===== src/rtl/rxreq_pkg.sv =====
package rxreq_pkg;
  typedef enum logic [1:0] {
    THR_QUARTER = 2'b00,
    THR_HALF    = 2'b01,
    THR_FULL    = 2'b10,
    THR_FULL_B  = 2'b11
  } thr_sel_e;

  // Threshold in bytes, derived from the minimum frame size
  function automatic int unsigned thr_bytes(thr_sel_e s, int unsigned min_b);
    case (s)
      THR_QUARTER: return min_b / 4;
      THR_HALF:    return min_b / 2;
      default:     return min_b;
    endcase
  endfunction
endpackage


===== src/rtl/rxreq_frame_track.sv =====
module rxreq_frame_track #(
  parameter int unsigned LEN_W     = 11,
  parameter int unsigned MIN_BYTES = 64,
  parameter int unsigned LL_BYTES  = 12,
  parameter int unsigned RUNT_MIN  = 8
) (
  input  logic             clk,
  input  logic             rst_n,
  input  logic             rx_en_i,
  input  logic             start_i,
  input  logic             end_i,
  input  logic [LEN_W-1:0] bytes_i,
  input  logic             runt_ok_i,
  input  logic             strip_en_i,
  input  logic             stripped_i,
  input  logic             fifo_empty_i,
  output logic             armed_o,
  output logic             tail_o,
  output logic             ll_hit_o,
  output logic             miss_o
);
  localparam logic [LEN_W-1:0] MIN_L  = LEN_W'(MIN_BYTES);
  localparam logic [LEN_W-1:0] LL_L   = LEN_W'(LL_BYTES);
  localparam logic [LEN_W-1:0] RUNT_L = LEN_W'(RUNT_MIN);

  logic live_q, fen_q, armed_q, tail_q;
  logic big_now, accept;

  assign big_now = bytes_i >= MIN_L;
  assign accept  = big_now | (runt_ok_i & (bytes_i >= RUNT_L)) | (strip_en_i & stripped_i);

  always_ff @(posedge clk or negedge rst_n) begin
    if (!rst_n) begin
      live_q  <= 1'b0;
      fen_q   <= 1'b1;
      armed_q <= 1'b0;
      tail_q  <= 1'b0;
    end else begin
      if (start_i) begin
        live_q  <= 1'b1;
        fen_q   <= rx_en_i;
        armed_q <= 1'b0;
      end else begin
        if (end_i) live_q <= 1'b0;
        if (live_q && big_now) armed_q <= 1'b1;
      end
      if (end_i && accept && fen_q) tail_q <= 1'b1;
      else if (fifo_empty_i)        tail_q <= 1'b0;
    end
  end

  assign armed_o  = armed_q | (live_q & big_now);
  assign tail_o   = tail_q;
  assign ll_hit_o = live_q & (bytes_i > LL_L);
  assign miss_o   = end_i & accept & ~fen_q;

  // the sticky arm flag only rises after a minimum-size byte count
  assert_arm_after_min_R4: assert property (@(posedge clk) disable iff (!rst_n)
    $rose(armed_q) |-> ($past(bytes_i) >= MIN_L));
  // a frame begun while disabled never leaves a host-visible tail
  assert_no_tail_disabled_R9: assert property (@(posedge clk) disable iff (!rst_n)
    (end_i && !fen_q && !tail_q) |=> !tail_q);
endmodule


===== src/rtl/rxreq_miss_ctr.sv =====
module rxreq_miss_ctr #(
  parameter int unsigned MPC_W = 8
) (
  input  logic             clk,
  input  logic             rst_n,
  input  logic             inc_i,
  input  logic             rd_i,
  output logic [MPC_W-1:0] cnt_o,
  output logic             roll_o
);
  localparam logic [MPC_W-1:0] MAX_C = {MPC_W{1'b1}};

  logic [MPC_W-1:0] cnt_q;
  logic             roll_q;

  always_ff @(posedge clk or negedge rst_n) begin
    if (!rst_n) begin
      cnt_q  <= '0;
      roll_q <= 1'b0;
    end else begin
      roll_q <= 1'b0;
      if (rd_i) begin
        cnt_q <= inc_i ? MPC_W'(1) : '0;
      end else if (inc_i && cnt_q != MAX_C) begin
        cnt_q  <= cnt_q + 1'b1;
        roll_q <= (cnt_q == MAX_C - 1'b1);
      end
    end
  end

  assign cnt_o  = cnt_q;
  assign roll_o = roll_q;

  // saturated count holds until read
  assert_sat_hold_R11: assert property (@(posedge clk) disable iff (!rst_n)
    (cnt_q == MAX_C && !rd_i) |=> cnt_q == MAX_C);
  // a read leaves at most the concurrent increment
  assert_read_clears_R11: assert property (@(posedge clk) disable iff (!rst_n)
    rd_i |=> cnt_q <= MPC_W'(1));
  // rollover flag is a single-cycle pulse
  assert_roll_pulse_R12: assert property (@(posedge clk) disable iff (!rst_n)
    roll_q |=> !roll_q);
endmodule


===== src/rtl/rxreq_gen.sv =====
module rxreq_gen #(
  parameter int unsigned CNT_W     = 8,
  parameter int unsigned LEN_W     = 11,
  parameter int unsigned MPC_W     = 8,
  parameter int unsigned MIN_BYTES = 64,
  parameter int unsigned LL_BYTES  = 12,
  parameter int unsigned RUNT_MIN  = 8
) (
  input  logic             clk,
  input  logic             rst_n,
  input  logic             rx_en_i,
  input  logic             cfg_wr_i,
  input  logic [1:0]       cfg_thr_i,
  input  logic             low_lat_i,
  input  logic             runt_ok_i,
  input  logic             pad_strip_i,
  input  logic [CNT_W-1:0] fifo_count_i,
  input  logic             frame_start_i,
  input  logic             frame_end_i,
  input  logic [LEN_W-1:0] frame_bytes_i,
  input  logic             frame_stripped_i,
  input  logic             mpc_rd_i,
  output logic             req_o,
  output logic [MPC_W-1:0] mpc_o,
  output logic             mpc_roll_o
);
  import rxreq_pkg::*;

  localparam int unsigned CW1 = CNT_W + 1;
  localparam logic [CW1-1:0] FULL_L = CW1'(MIN_BYTES);

  thr_sel_e       thr_q;
  logic [CW1-1:0] thr_val, fifo_ext;
  logic           armed, tail, ll_hit, miss, fifo_nz, req_d, req_q;

  always_ff @(posedge clk or negedge rst_n) begin
    if (!rst_n)        thr_q <= THR_FULL;
    else if (cfg_wr_i) thr_q <= thr_sel_e'(cfg_thr_i);
  end

  assign thr_val  = CW1'(thr_bytes(thr_q, MIN_BYTES));
  assign fifo_ext = {1'b0, fifo_count_i};
  assign fifo_nz  = |fifo_count_i;

  rxreq_frame_track #(
    .LEN_W(LEN_W), .MIN_BYTES(MIN_BYTES), .LL_BYTES(LL_BYTES), .RUNT_MIN(RUNT_MIN)
  ) u_track (
    .clk          (clk),
    .rst_n        (rst_n),
    .rx_en_i      (rx_en_i),
    .start_i      (frame_start_i),
    .end_i        (frame_end_i),
    .bytes_i      (frame_bytes_i),
    .runt_ok_i    (runt_ok_i),
    .strip_en_i   (pad_strip_i),
    .stripped_i   (frame_stripped_i),
    .fifo_empty_i (~fifo_nz),
    .armed_o      (armed),
    .tail_o       (tail),
    .ll_hit_o     (ll_hit),
    .miss_o       (miss)
  );

  rxreq_miss_ctr #(.MPC_W(MPC_W)) u_mpc (
    .clk    (clk),
    .rst_n  (rst_n),
    .inc_i  (miss),
    .rd_i   (mpc_rd_i),
    .cnt_o  (mpc_o),
    .roll_o (mpc_roll_o)
  );

  assign req_d = (fifo_ext >= FULL_L)
               | (armed & (fifo_ext >= thr_val))
               | (tail & fifo_nz)
               | (low_lat_i & ll_hit & fifo_nz);

  always_ff @(posedge clk or negedge rst_n) begin
    if (!rst_n) req_q <= 1'b0;
    else        req_q <= rx_en_i & req_d;
  end

  assign req_o = req_q;

  // a disabled receiver never requests on the following cycle
  assert_req_off_disabled_R9: assert property (@(posedge clk) disable iff (!rst_n)
    !rx_en_i |=> !req_o);
  // a FIFO holding the minimum block always requests when enabled
  assert_full_requests_R2: assert property (@(posedge clk) disable iff (!rst_n)
    (rx_en_i && fifo_ext >= FULL_L) |=> req_o);
endmodule


===== config.mk =====
export PLATFORM = sky130hd
export DESIGN_NAME = rxreq_gen
export DESIGN_NICKNAME = d
export VERILOG_FILES = /design/src/rtl/rxreq_pkg.sv /design/src/rtl/rxreq_frame_track.sv /design/src/rtl/rxreq_miss_ctr.sv /design/src/rtl/rxreq_gen.sv
export SDC_FILE = /design/constraint.sdc
export NUM_CORES = 1
export LEC_CHECK = 0
export BUFFER_PORTS_ARGS = -buffer_cell sky130_fd_sc_hd__buf_2
export CAP_MARGIN = 0
export CORE_ASPECT_RATIO = 1.1
export CORE_UTILIZATION = 40
export DETAILED_ROUTE_END_ITERATION = 10
export GPL_ROUTABILITY_DRIVEN = 0
export PLACE_DENSITY = 0.79
export SLEW_MARGIN = 20
export SYNTH_ARGS = -nofsm -noshare
export SYNTH_HDL_FRONTEND = slang
export SYNTH_HIERARCHICAL = 1
export SYNTH_SLANG_ARGS = --single-unit

===== constraint.sdc =====
create_clock -name clk -period 2.9 [get_ports clk]
set_clock_uncertainty 0.1 [all_clocks]
set_input_delay 0.58 -clock clk [delete_from_list [all_inputs] [get_ports clk]]
set_output_delay 0.58 -clock clk [all_outputs]
set_load 0.1 [all_outputs]

Word-level counts from Yosys, hierarchy flattened
Index checks and enable logic that the tools add are counted.
{ "word_totals": {"ff_bits": 16, "inputBits": 32, "output_inout_bits": 10} }
{ "classes": {"n_addsub": 1, "magnitude_cmp": 5, "n_eq_ne": 4, "n_mux": 12, "n_bitwise": 18, "n_reduce_logical": 9} }
{ "ops": {"columns": ["operator", "count"], "rows": [
  ["two-way mux 8 bit", 2],
  ["one-hot mux 7 bit (2 select lines)", 1],
  ["bitwise AND 1 bit", 11],
  [">= comparator 11 x 4 -> 1 bit (second input constant)", 1],
  [">= comparator 11 x 7 -> 1 bit (second input constant)", 1],
  ["> comparator 11 x 4 -> 1 bit (second input constant)", 1],
  [">= comparator 8 x 9 -> 1 bit", 1],
  ["two-way mux 1 bit", 9],
  ["adder 8 x 1 -> 8 bit (second input constant)", 1],
  ["equality test 8 bit (second input constant)", 1],
  [">= comparator 8 x 7 -> 1 bit (second input constant)", 1],
  ["!= test 8 bit (second input constant)", 1],
  ["OR reduction 8 bit", 1],
  ["OR 1 bit", 6],
  ["nonzero test 2 bit", 3],
  ["logical AND 1 bit", 4],
  ["equality test 2 x 1 -> 1 bit (second input constant)", 1],
  ["zero test 2 bit", 1],
  ["!= test 2 x 1 -> 1 bit (second input constant)", 1],
  ["NOT 1 bit", 1]
]} }

Logic depth before layout (Yosys ltp)
Gate-level depths: netlist of run 1.
{ "logic_depth": {"depth_word": 9, "depth_mapped": 7, "mapped_depth_nobuf": 7} }

By module
The synthesis of run 1 kept the hierarchy.
{ "modules_own_cells": {"columns": ["mod", "instances", "cells_each", "area_per_inst_um2", "seq_area_each_um2"], "rows": [
  ["rxreq_miss_ctr", 1, 56, 541.8, 225.2],
  ["rxreq_frame_track", 1, 22, 255.2, 101.3],
  ["rxreq_gen", 1, 25, 226.5, 76.3]
]} }

Worst setup path after synthesis of run 1
No wires, ideal clock.
{ "synth_timing": {"path_type": "register to register", "start": "register u_mpc.cnt_q[0] (netlist: u_mpc/cnt_o[0])", "end": "register u_mpc.cnt_q[1] (netlist: u_mpc/cnt_o[1])", "setup_ns": 0.124, "arrival_ns": 1.995, "path_slack_ns": 0.681, "stages_incl_launch_ff": 6, "n_path_buf": 1, "path_cell_list": "dfrtp_1 > ha_1 > buf_2 > inv_1 > o31a_1 > o221a_1"} }
{ "synth_between": {"elab_chain_cells": 3, "elab_cells_between_ends": 6, "cone_classes": "add/sub (1); eq/ne (1); mux (2); reduce/logical (2)"} }
{ "synth_lines": {"columns": ["item", "line_no", "rtl"], "rows": [
  ["start, declared", "rxreq_miss_ctr.sv:13", "logic [MPC_W-1:0] cnt_q;"],
  ["start signal, assigned", "rxreq_miss_ctr.sv:23", "cnt_q <= inc_i ? MPC_W'(1) : '0;"],
  ["start signal, assigned", "rxreq_miss_ctr.sv:25", "cnt_q <= cnt_q + 1'b1;"],
  ["adder 8 x 1 -> 8 bit / != test 8 bit (equally long branches)", "rxreq_miss_ctr.sv:25, rxreq_miss_ctr.sv:24", null],
  ["two-way mux 8 bit / logical AND 1 bit (equally long branches)", "rxreq_miss_ctr.sv:24", "end else if (inc_i && cnt_q != MAX_C) begin"],
  ["two-way mux 8 bit / nonzero test 2 bit (equally long branches)", null, null]
]} }
Parallel ways exist; a longest one is shown, timed or not. The select of a mux whose other input is x is not followed.
A chain may end at the register's enable or synchronous reset.

Final worst setup path of run 1
{ "layout_timing": {"start": "input port frame_bytes_i[6]", "end": "register u_mpc.cnt_q[5] (netlist: u_mpc/cnt_o[5])"} }
{ "layout_between": {"elab_chain_cells": 8, "elab_cells_between_ends": 9, "cone_classes": "order compare (2); bitwise (5); reduce/logical (2)"} }
{ "layout_lines": {"columns": ["item", "line_no", "rtl"], "rows": [
  ["start, declared", "rxreq_gen.sv:20", "input logic [LEN_W-1:0] frame_bytes_i,"],
  [">= comparator 11 x 4 -> 1 bit", "rxreq_frame_track.sv:30", "assign accept = big_now | (runt_ok_i & (bytes_i >= RUNT_L)) | (strip_en_i & stripped_i);"],
  ["bitwise AND 1 bit", "rxreq_frame_track.sv:30", null],
  ["OR 1 bit (*) (2 in a row)", "rxreq_frame_track.sv:30", null],
  ["bitwise AND 1 bit (*) (2 in a row)", "rxreq_frame_track.sv:55", "assign miss_o = end_i & accept & ~fen_q;"],
  ["via miss", "rxreq_gen.sv:34", "logic armed, tail, ll_hit, miss, fifo_nz, req_d, req_q;"],
  ["logical AND 1 bit (*)", "rxreq_miss_ctr.sv:24", null],
  ["nonzero test 2 bit (no source line) (*)", null, null]
]} }
Mark *: on every way through the listed nets, which the timed path passes. The rest lies on a longest branch.

==> run summary, run 1 <==
Status
* **outcome** completed

Critical path
* **type of the worst setup path** input pin to flip-flop
* **biggest cell delay along the critical path** 0.57 ns
* **startpoint type of the worst setup path** input pin
* **Reg2Reg Launch Point** u_track/fen_q$_DFFE_PN1P_
* **Slowest-stage cell, CP** nor3b_2
* **FF-to-FF path depth** 4
* **CP Data Required Time** 2.97 ns
* **category of the worst setup path capture point** flip-flop
* **CP arrival** 2.34 ns
* **CP Launch Point** frame_bytes_i[6]
* **maximum fanout count along the critical path** 12
* **Cell Chain, Critical Path** buf_2 > or3_4 > nand3b_4 > nor3b_2 > nand3_1 > a211oi_1 > mux2_2

Job
* **max cap viols** 0

Floorplanning
* **chip height** 55.1 um
* **floorplan row count** 18
* **Die Width** 50.2 um
* **ports placed on the boundary** 42
* **core region area** 2340 sq um
* **total die area** 2770 sq um
* **initial standard-cell utilization of the core** 43.7%

Placement
* **number of port buffers** 41
* **pre-CTS worst setup slack** 0.385 ns
* **sum of net half-perimeters after detailed placement** 1780 um

STA
* **clock period minus worst slack** 2.26 ns
* **final hold violation count** 0
* **final setup violating endpoints** 0
* **worst hold margin** 0.0893 ns
* **Worst Tran Pin Value** 0.674 ns
* **total negative slack for setup checks** 0 ns
* **share of the clock period used by the worst path after layout** 78.1%
* **unrepaired setup endpoints after global routing** false
* **final worst setup slack** 0.636 ns
* **Rel. slew slack** 54.9%
* **final slew viol count** 0
* **achievable clock frequency** 0.442 GHz

Yosys
* **Ys Warns** 6
* **dominant cell type by area after synthesis** dfrtp_1
* **number of instances in the synthesized netlist** 103
* **post-synthesis net count** 140
* **Seq cells post-synth** 16
* **cell area after synthesis** 1020 sq um
* **distinct cell type count after synthesis** 42
* **proportion of synthesized chip area in sequential cells** 39.4%
* **top-area cell type share of the netlist area** 34.2%
* **per-instance average area after synthesis** 9.94 sq um
* **most area-consuming cells after synthesis** dfrtp_1 34%, ha_1 6.1%, dfstp_2 5.1%

Drt
* **overall via count from detail_route** 993
* **post-route ant nets** 0
* **Avg Vias per Cell** 5.71
* **Final Routed Wirelength** 2390 um
* **detailed-routing iteration count for the pre-antenna-repair pass** 5
* **average wire per standard cell** 13.7 um
* **DRC violation count after routing** 0
* **violation count after the first detailed-route iteration** 57

Clocking
* **clock tree from TritonCTS** done
* **CTS resizes** 0
* **clock tree buffer depth** 2
* **Post-CTS Repair Setup Buffers** 0
* **post-cts hold buffer count** 0
* **clock latency on the worst-skew pair** 0.28 ns
* **Root Buffer** clkbuf_4
* **H-Tree Level Count** 1
* **Num CTS Buffers** 3
* **clock-pin slew on the worst setup and hold paths** 0.09 ns
* **number of sinks on the clock net** 16

Global routing
* **via count of the first global-routing pass** 904
* **first-pass GRT wire length** 3740 um
* **pin count of the biggest net entering global routing** 17
* **overall overflow remaining after global route** 0
* **met3 global-route usage** 3.01%
* **layer with the highest usage after global routing** met2
* **met2 usage in global routing** 34.9%
* **initial antenna violation count** 0
* **Total Routing Usage GR** 18.2%
* **global-route track usage on met1** 20.2%

Pwr
* **Lkg Pwr** 0.599 nW
* **worst-case vdd ir drop** 0.000260 V
* **Total Power** 487 uW
* **total power per unit cell area** 382 nW/um^2

Cells and area
* **leading cell type in the layout, fill and taps excluded** buf_2
* **commonest non-fill, non-tap cells in the layout** 41 x buf_2, 14 x dfrtp_1, 10 x inv_1
* **antenna diode count** 0
* **fraction of layout cells with a size suffix above 1** 41.7%
* **final layout net count** 183
* **fin util** 54.4%
* **layout overhead on the synthesized area** 24.6%

Hold path
* **path type of the worst min-delay path** input pin to async pin

[worst paths after layout]
| kind | endpoint | slack (ns) |
|---|---|---|
| worst max-delay path | u_mpc/cnt_o[5]$_DFFE_PN0P_ | 0.64 |
| worst min-delay path | u_mpc/cnt_o[6]$_DFFE_PN0P_ | 0.09 |
| worst max register to register | u_mpc/cnt_o[5]$_DFFE_PN0P_ | 0.86 |
| worst min register to register | u_track/live_q$_DFFE_PN0P_ | 0.39 |
| max in group asynchronous | u_track/fen_q$_DFFE_PN1P_ | 2.30 |
| min in group clk | thr_q[1]$_DFFE_PN1P_ | 0.37 |
[power breakdown]
part | switching [mW] | internal, mW | total, mW
Sequential | 0.0114 | 0.236 | 0.248
Clock | 0.0666 | 0.0482 | 0.115
Combinational | 0.0816 | 0.0425 | 0.124
Total | 0.160 | 0.327 | 0.487
[worst max-delay path: cells and delay by family]
| family | cells | cell delay (ns) |
|---|---|---|
| buffers and inverters | 1 | 0.08 |
| AOI/OAI and AO/OA | 1 | 0.29 |
| muxes | 1 | 0.36 |
| and+or+nand+nor | 4 | 1.03 |
[Yosys cell counts]
cell and number:
dfrtp_1 14, inv_1 10, nand2_1 6, ha_1 5, nor2_1 5, nor3_1 5, a211oi_1 4, nand3_1 4
nand4_1 4, a21o_1 3, a21oi_1 3, a311oi_1 3, mux2_2 3, a31oi_1 2, buf_2 2, dfstp_2 2
nor2b_1 2, o21ai_0 2, a2111oi_0 1, a32o_2 1, a41oi_1 1, and2_2 1, and3_2 1, and3_4 1
clkbuf_1 1, nand2b_1 1, nand3_4 1, nand3b_4 1, nor3_2 1, nor3b_2 1, nor4_1 1, nor4_2 1
nor4b_1 1, o211ai_1 1, o21bai_1 1, o221a_1 1, o311ai_0 1, o31a_1 1, o31ai_1 1, o31ai_2 1
o41ai_1 1, or3_4 1
[cell type report]
type,instances,area [sq um]
inverter,10,37.5
multi-input combinational,74,569
sequential,16,403
timing repair buffer,41,205
tap,30,37.5
clock buffer,3,22.5
fill,231,1070
[kinds of logic after synthesis]
group	Yosys count	synth area share (%)
AND/OR/NAND/NOR	38	24.9
AO/OA/AOI/OAI	28	21.3
flip-flops	16	39.4
buffers and inverters	13	5.01
adder cells (fa/ha/maj)	5	6.11
multiplexers	3	3.30
[registers in the layout, indices dropped and copies added (netlist names)]
name,flops
req_o,1
thr_q,2
u_mpc/cnt_o,8
u_mpc/roll_o,1
u_track/armed_q,1
u_track/fen_q,1
u_track/live_q,1
u_track/tail_o,1
[metrics by stage]
step	cells	cell area, sq um
detailed placement	171	1250
global route	174	1270
floorplan	103	1020
finish	174	1270
CTS	174	1270
global placement	171	1250
[metal layers]
metal | up-vias | wire, um | share of wire (%)
met1 | 445 | 1000 | 42
met5 | - | 0 | 0
met4 | 0 | 25 | 1.0
met3 | 4 | 225 | 9.4
li1 | 479 | - | -
met2 | 65 | 1140 | 48
(Power assumes the default switching activity.)
==> run 2: changes to the inputs <==
--- a/config.mk
+++ b/config.mk
@@ -5,13 +5,14 @@
 export SDC_FILE = /design/constraint.sdc
 export NUM_CORES = 1
 export LEC_CHECK = 0
+export ABC_AREA = 1
 export BUFFER_PORTS_ARGS = -buffer_cell sky130_fd_sc_hd__buf_2
 export CAP_MARGIN = 0
 export CORE_ASPECT_RATIO = 1.1
 export CORE_UTILIZATION = 40
 export DETAILED_ROUTE_END_ITERATION = 10
 export GPL_ROUTABILITY_DRIVEN = 0
-export PLACE_DENSITY = 0.79
+export PLACE_DENSITY = 0.78
 export SLEW_MARGIN = 20
 export SYNTH_ARGS = -nofsm -noshare
 export SYNTH_HDL_FRONTEND = slang
==> constraint.sdc (replaced) <==
create_clock -name clk -period 2.2 [get_ports clk]
set_clock_uncertainty 0.1 [all_clocks]
set_input_delay 0.44 -clock clk [delete_from_list [all_inputs] [get_ports clk]]
set_output_delay 0.44 -clock clk [all_outputs]
set_load 0.1 [all_outputs]
==> run summary, run 2 <==
Yosys
* **number of instances in the synthesized netlist** 159, +54%
* **proportion of synthesized chip area in sequential cells** 36.9%, -2.5 points
* **dominant register cell in the synthesized netlist** dfrtp_1
* **per-instance average area after synthesis** 6.87 sq um, -31%
* **dominant cell type by area after synthesis** dfrtp_1
* **Seq cells post-synth** 16, unchanged
* **post-synthesis net count** 196, +40%
* **most area-consuming cells after synthesis** dfrtp_1 32%, nand2_1 18%, inv_1 8.6%
* **distinct cell type count after synthesis** 21, -50%
* **cell types with the highest counts after synthesis** 52 x nand2_1, 25 x inv_1, 19 x nor2_1
* **number of flops mapped to enable cells by yosys** 0, unchanged
* **top-area cell type share of the netlist area** 32.1%, -2.2 points
* **cell with the most instances after synthesis** nand2_1
* **async set-or-reset flop fraction in the synthesized netlist** 100%, unchanged
* **Ys Warns** 6, unchanged
* **cell area after synthesis** 1090 sq um, +6.7%

Critical path
* **Slowest-stage cell, CP** dfrtp_1
* **biggest cell delay along the critical path** 0.50 ns, -0.07 ns
* **startpoint type of the worst setup path** flip-flop
* **number of buffers and inverters on the critical path** 1, unchanged
* **CP Data Required Time** 1.66 ns, -1.31 ns
* **CP arrival** 1.27 ns, -1.07 ns
* **family of cells with the greatest summed delay on the critical path** flip-flops
* **maximum fanout count along the critical path** 8, -4
* **type of the worst setup path** flip-flop to output pin
* **Cell Chain, Critical Path** buf_2
* **category of the worst setup path capture point** output pin

Clocking
* **clock latency on the worst-skew pair** 0.28 ns, about the same
* **number of sinks on the clock net** 16, unchanged
* **CTS resizes** 0, unchanged
* **Root Buffer** clkbuf_4
* **clock tree from TritonCTS** done
* **clock-pin slew on the worst setup and hold paths** 0.09 ns, about the same
* **clock tree buffer depth** 2, unchanged
* **Num CTS Buffers** 3, unchanged
* **H-Tree Level Count** 1, unchanged

Pwr
* **Net Switching** 245 uW, +54%
* **fraction of power consumed by sequential logic** 45.8%, -5.1 points
* **cell internal pwr** 477 uW, +46%
* **worst-case vdd ir drop** 0.000396 V, +52%
* **Net Sw Frac** 34.0%, +1.2 points
* **clock group share of total power** 25.8%, +2.2 points
* **Lkg Pwr** 0.761 nW, +27%
* **combinational fraction of design power** 28.3%, +2.8 points
* **total power per unit cell area** 525 nW/um^2, +38%

Global routing
* **via count of the first global-routing pass** 915, +1.2%
* **global-route track usage on met1** 19.5%, -0.68 points
* **first-pass GRT wire length** 3580 um, -4.2%
* **initial antenna violation count** 0, unchanged
* **overall overflow remaining after global route** 0, unchanged
* **met2 usage in global routing** 27.7%, -7.2 points
* **layer with the highest usage after global routing** met2
* **Total Routing Usage GR** 16.3%, -1.9 points
* **met3 global-route usage** 2.98%, -0.024 points
* **pin count of the biggest net entering global routing** 17, unchanged

STA
* **achievable clock frequency** 0.553 GHz
* **clock period minus worst slack** 1.81 ns
* **unrepaired setup endpoints after global routing** false
* **total negative slack for setup checks** 0 ns, unchanged
* **final hold violation count** 0, unchanged
* **final worst setup slack** 0.392 ns, -0.244 ns
* **Worst Tran Pin Value** 0.517 ns, -0.158 ns
* **final setup violating endpoints** 0, unchanged
* **final slew viol count** 0, unchanged
* **share of the clock period used by the worst path after layout** 82.2%
* **Rel. slew slack** 65.4%, +11 points

Cells and area
* **final layout net count** 242, +32%
* **commonest non-fill, non-tap cells in the layout** 52 x nand2_1, 41 x buf_2, 25 x inv_1
* **fraction of layout cells with a size suffix above 1** 27.9%, -14 points
* **fin util** 54.1%, -0.38 points
* **antenna diode count** 0, unchanged
* **cell area after layout** 1380 sq um, +7.9%
* **number of flip-flops under the largest register name** 8, unchanged
* **fin cells** 235, +35%
* **layout overhead on the synthesized area** 25.9%
* **leading cell type in the layout, fill and taps excluded** nand2_1

Drt
* **DRC violation count after routing** 0, unchanged
* **overall via count from detail_route** 1074, +8.2%
* **detailed-routing iteration count for the pre-antenna-repair pass** 4, -1
* **Final Routed Wirelength** 2170 um, -9.4%
* **Avg Vias per Cell** 4.57, -20%
* **post-route ant nets** 0, unchanged
* **violation count after the first detailed-route iteration** 12, -79%
* **average wire per standard cell** 9.21 um, -33%

Floorplanning
* **chip height** 56.8 um, +3.2%
* **Die Width** 51.8 um, +3.2%
* **core region area** 2540 sq um, +8.6%
* **initial standard-cell utilization of the core** 42.9%, -0.76 points
* **floorplan row count** 19, +1
* **ports placed on the boundary** 42, unchanged
* **total die area** 2940 sq um, +6.5%

Placement
* **Placement Cell Area** 1330 sq um, +6.1%
* **pre-CTS worst setup slack** 0.305 ns, -0.0803 ns
* **Cell Count Post-Placement** 230, +35%
* **number of port buffers** 41, unchanged
* **sum of net half-perimeters after detailed placement** 1750 um, -1.4%

Hold path
* **path type of the worst min-delay path** input pin to flip-flop

Status
* **outcome** completed

Job
* **max cap viols** 0, unchanged

run 2: cell types whose count changed in the layout (fill, tap and decap cells not counted), sizes merged, moves of 3 or more:
cell and change:
nand2 +49, nor2 +19, inv +15, o21ai +6
a211oi -4, nor3 -4, a21o -3, a311oi -3
nand3 +3, xor2 +3
run 2: timing repair:
action,CTS,global route
endpoints found under the hold margin,14,0
hold buffers,1,0
setup buffers,0,0
run 2: layout make-up:
cell class / instances / area [sq um]
Timing Repair Buffer: 42 / 215
Fill cell: 264 / 1170
Multi-Input combinational cell: 116 / 579
Sequential cell: 16 / 403
Clock buffer: 4 / 36.3
Tap cell: 31 / 38.8
Inverter: 26 / 103
run 2: logic make-up after synthesis:
kind of cell	after synthesis	synth area share [%]
DFF	16	36.9
buffers and inverters	27	10.1
muxes	1	1.03
xor gates and xnor gates	3	2.41
adders and majority gates	5	5.73
AOI/OAI and AO/OA	13	5.96
and+or+nand+nor	94	37.9
run 2: metrics by stage:
stage               power (mW)  hold slack, ns
floorplan                0.477          0.0444
global placement         0.537           0.273
detailed placement       0.540           0.271
CTS                      0.734           0.231
global route             0.772           0.241
finish                   0.722           0.241
run 2: power groups by stage:
stage / Clock [mW] / Sequential (mW) / Combinational, mW
after CTS: 0.197 / 0.331 / 0.206
after detailed placement: 0 / 0.336 / 0.203
after floorplan: 0 / 0.398 / 0.0790
final: 0.187 / 0.331 / 0.205
after global placement: 0 / 0.336 / 0.201
after global routing: 0.210 / 0.335 / 0.227
run 2: worst paths after layout:
kind,startpoint,end,slack [ns],cells after the start
hold reg to reg,u_track/fen_q$_DFFE_PN1P_,u_track/fen_q$_DFFE_PN1P_,0.38,2
setup reg to reg,thr_q[1]$_DFFE_PN1P_,req_o$_DFF_PN0_,0.69,8
hold / removal,frame_start_i,u_track/armed_q$_DFFE_PN0P_,0.24,2
max in group asynchronous,rst_n,u_track/fen_q$_DFFE_PN1P_,1.21,2
setup / recovery,u_mpc/cnt_o[2]$_DFFE_PN0P_,mpc_o[2],0.39,1
min in group asynchronous,rst_n,u_mpc/cnt_o[2]$_DFFE_PN0P_,0.49,2
run 2: per-layer routing:
metal	vias to the layer above	share of wire, %
li1	582	-
met1	460	47
met2	30	46
met3	2	6.4
met4	0	0.55
met5	-	0
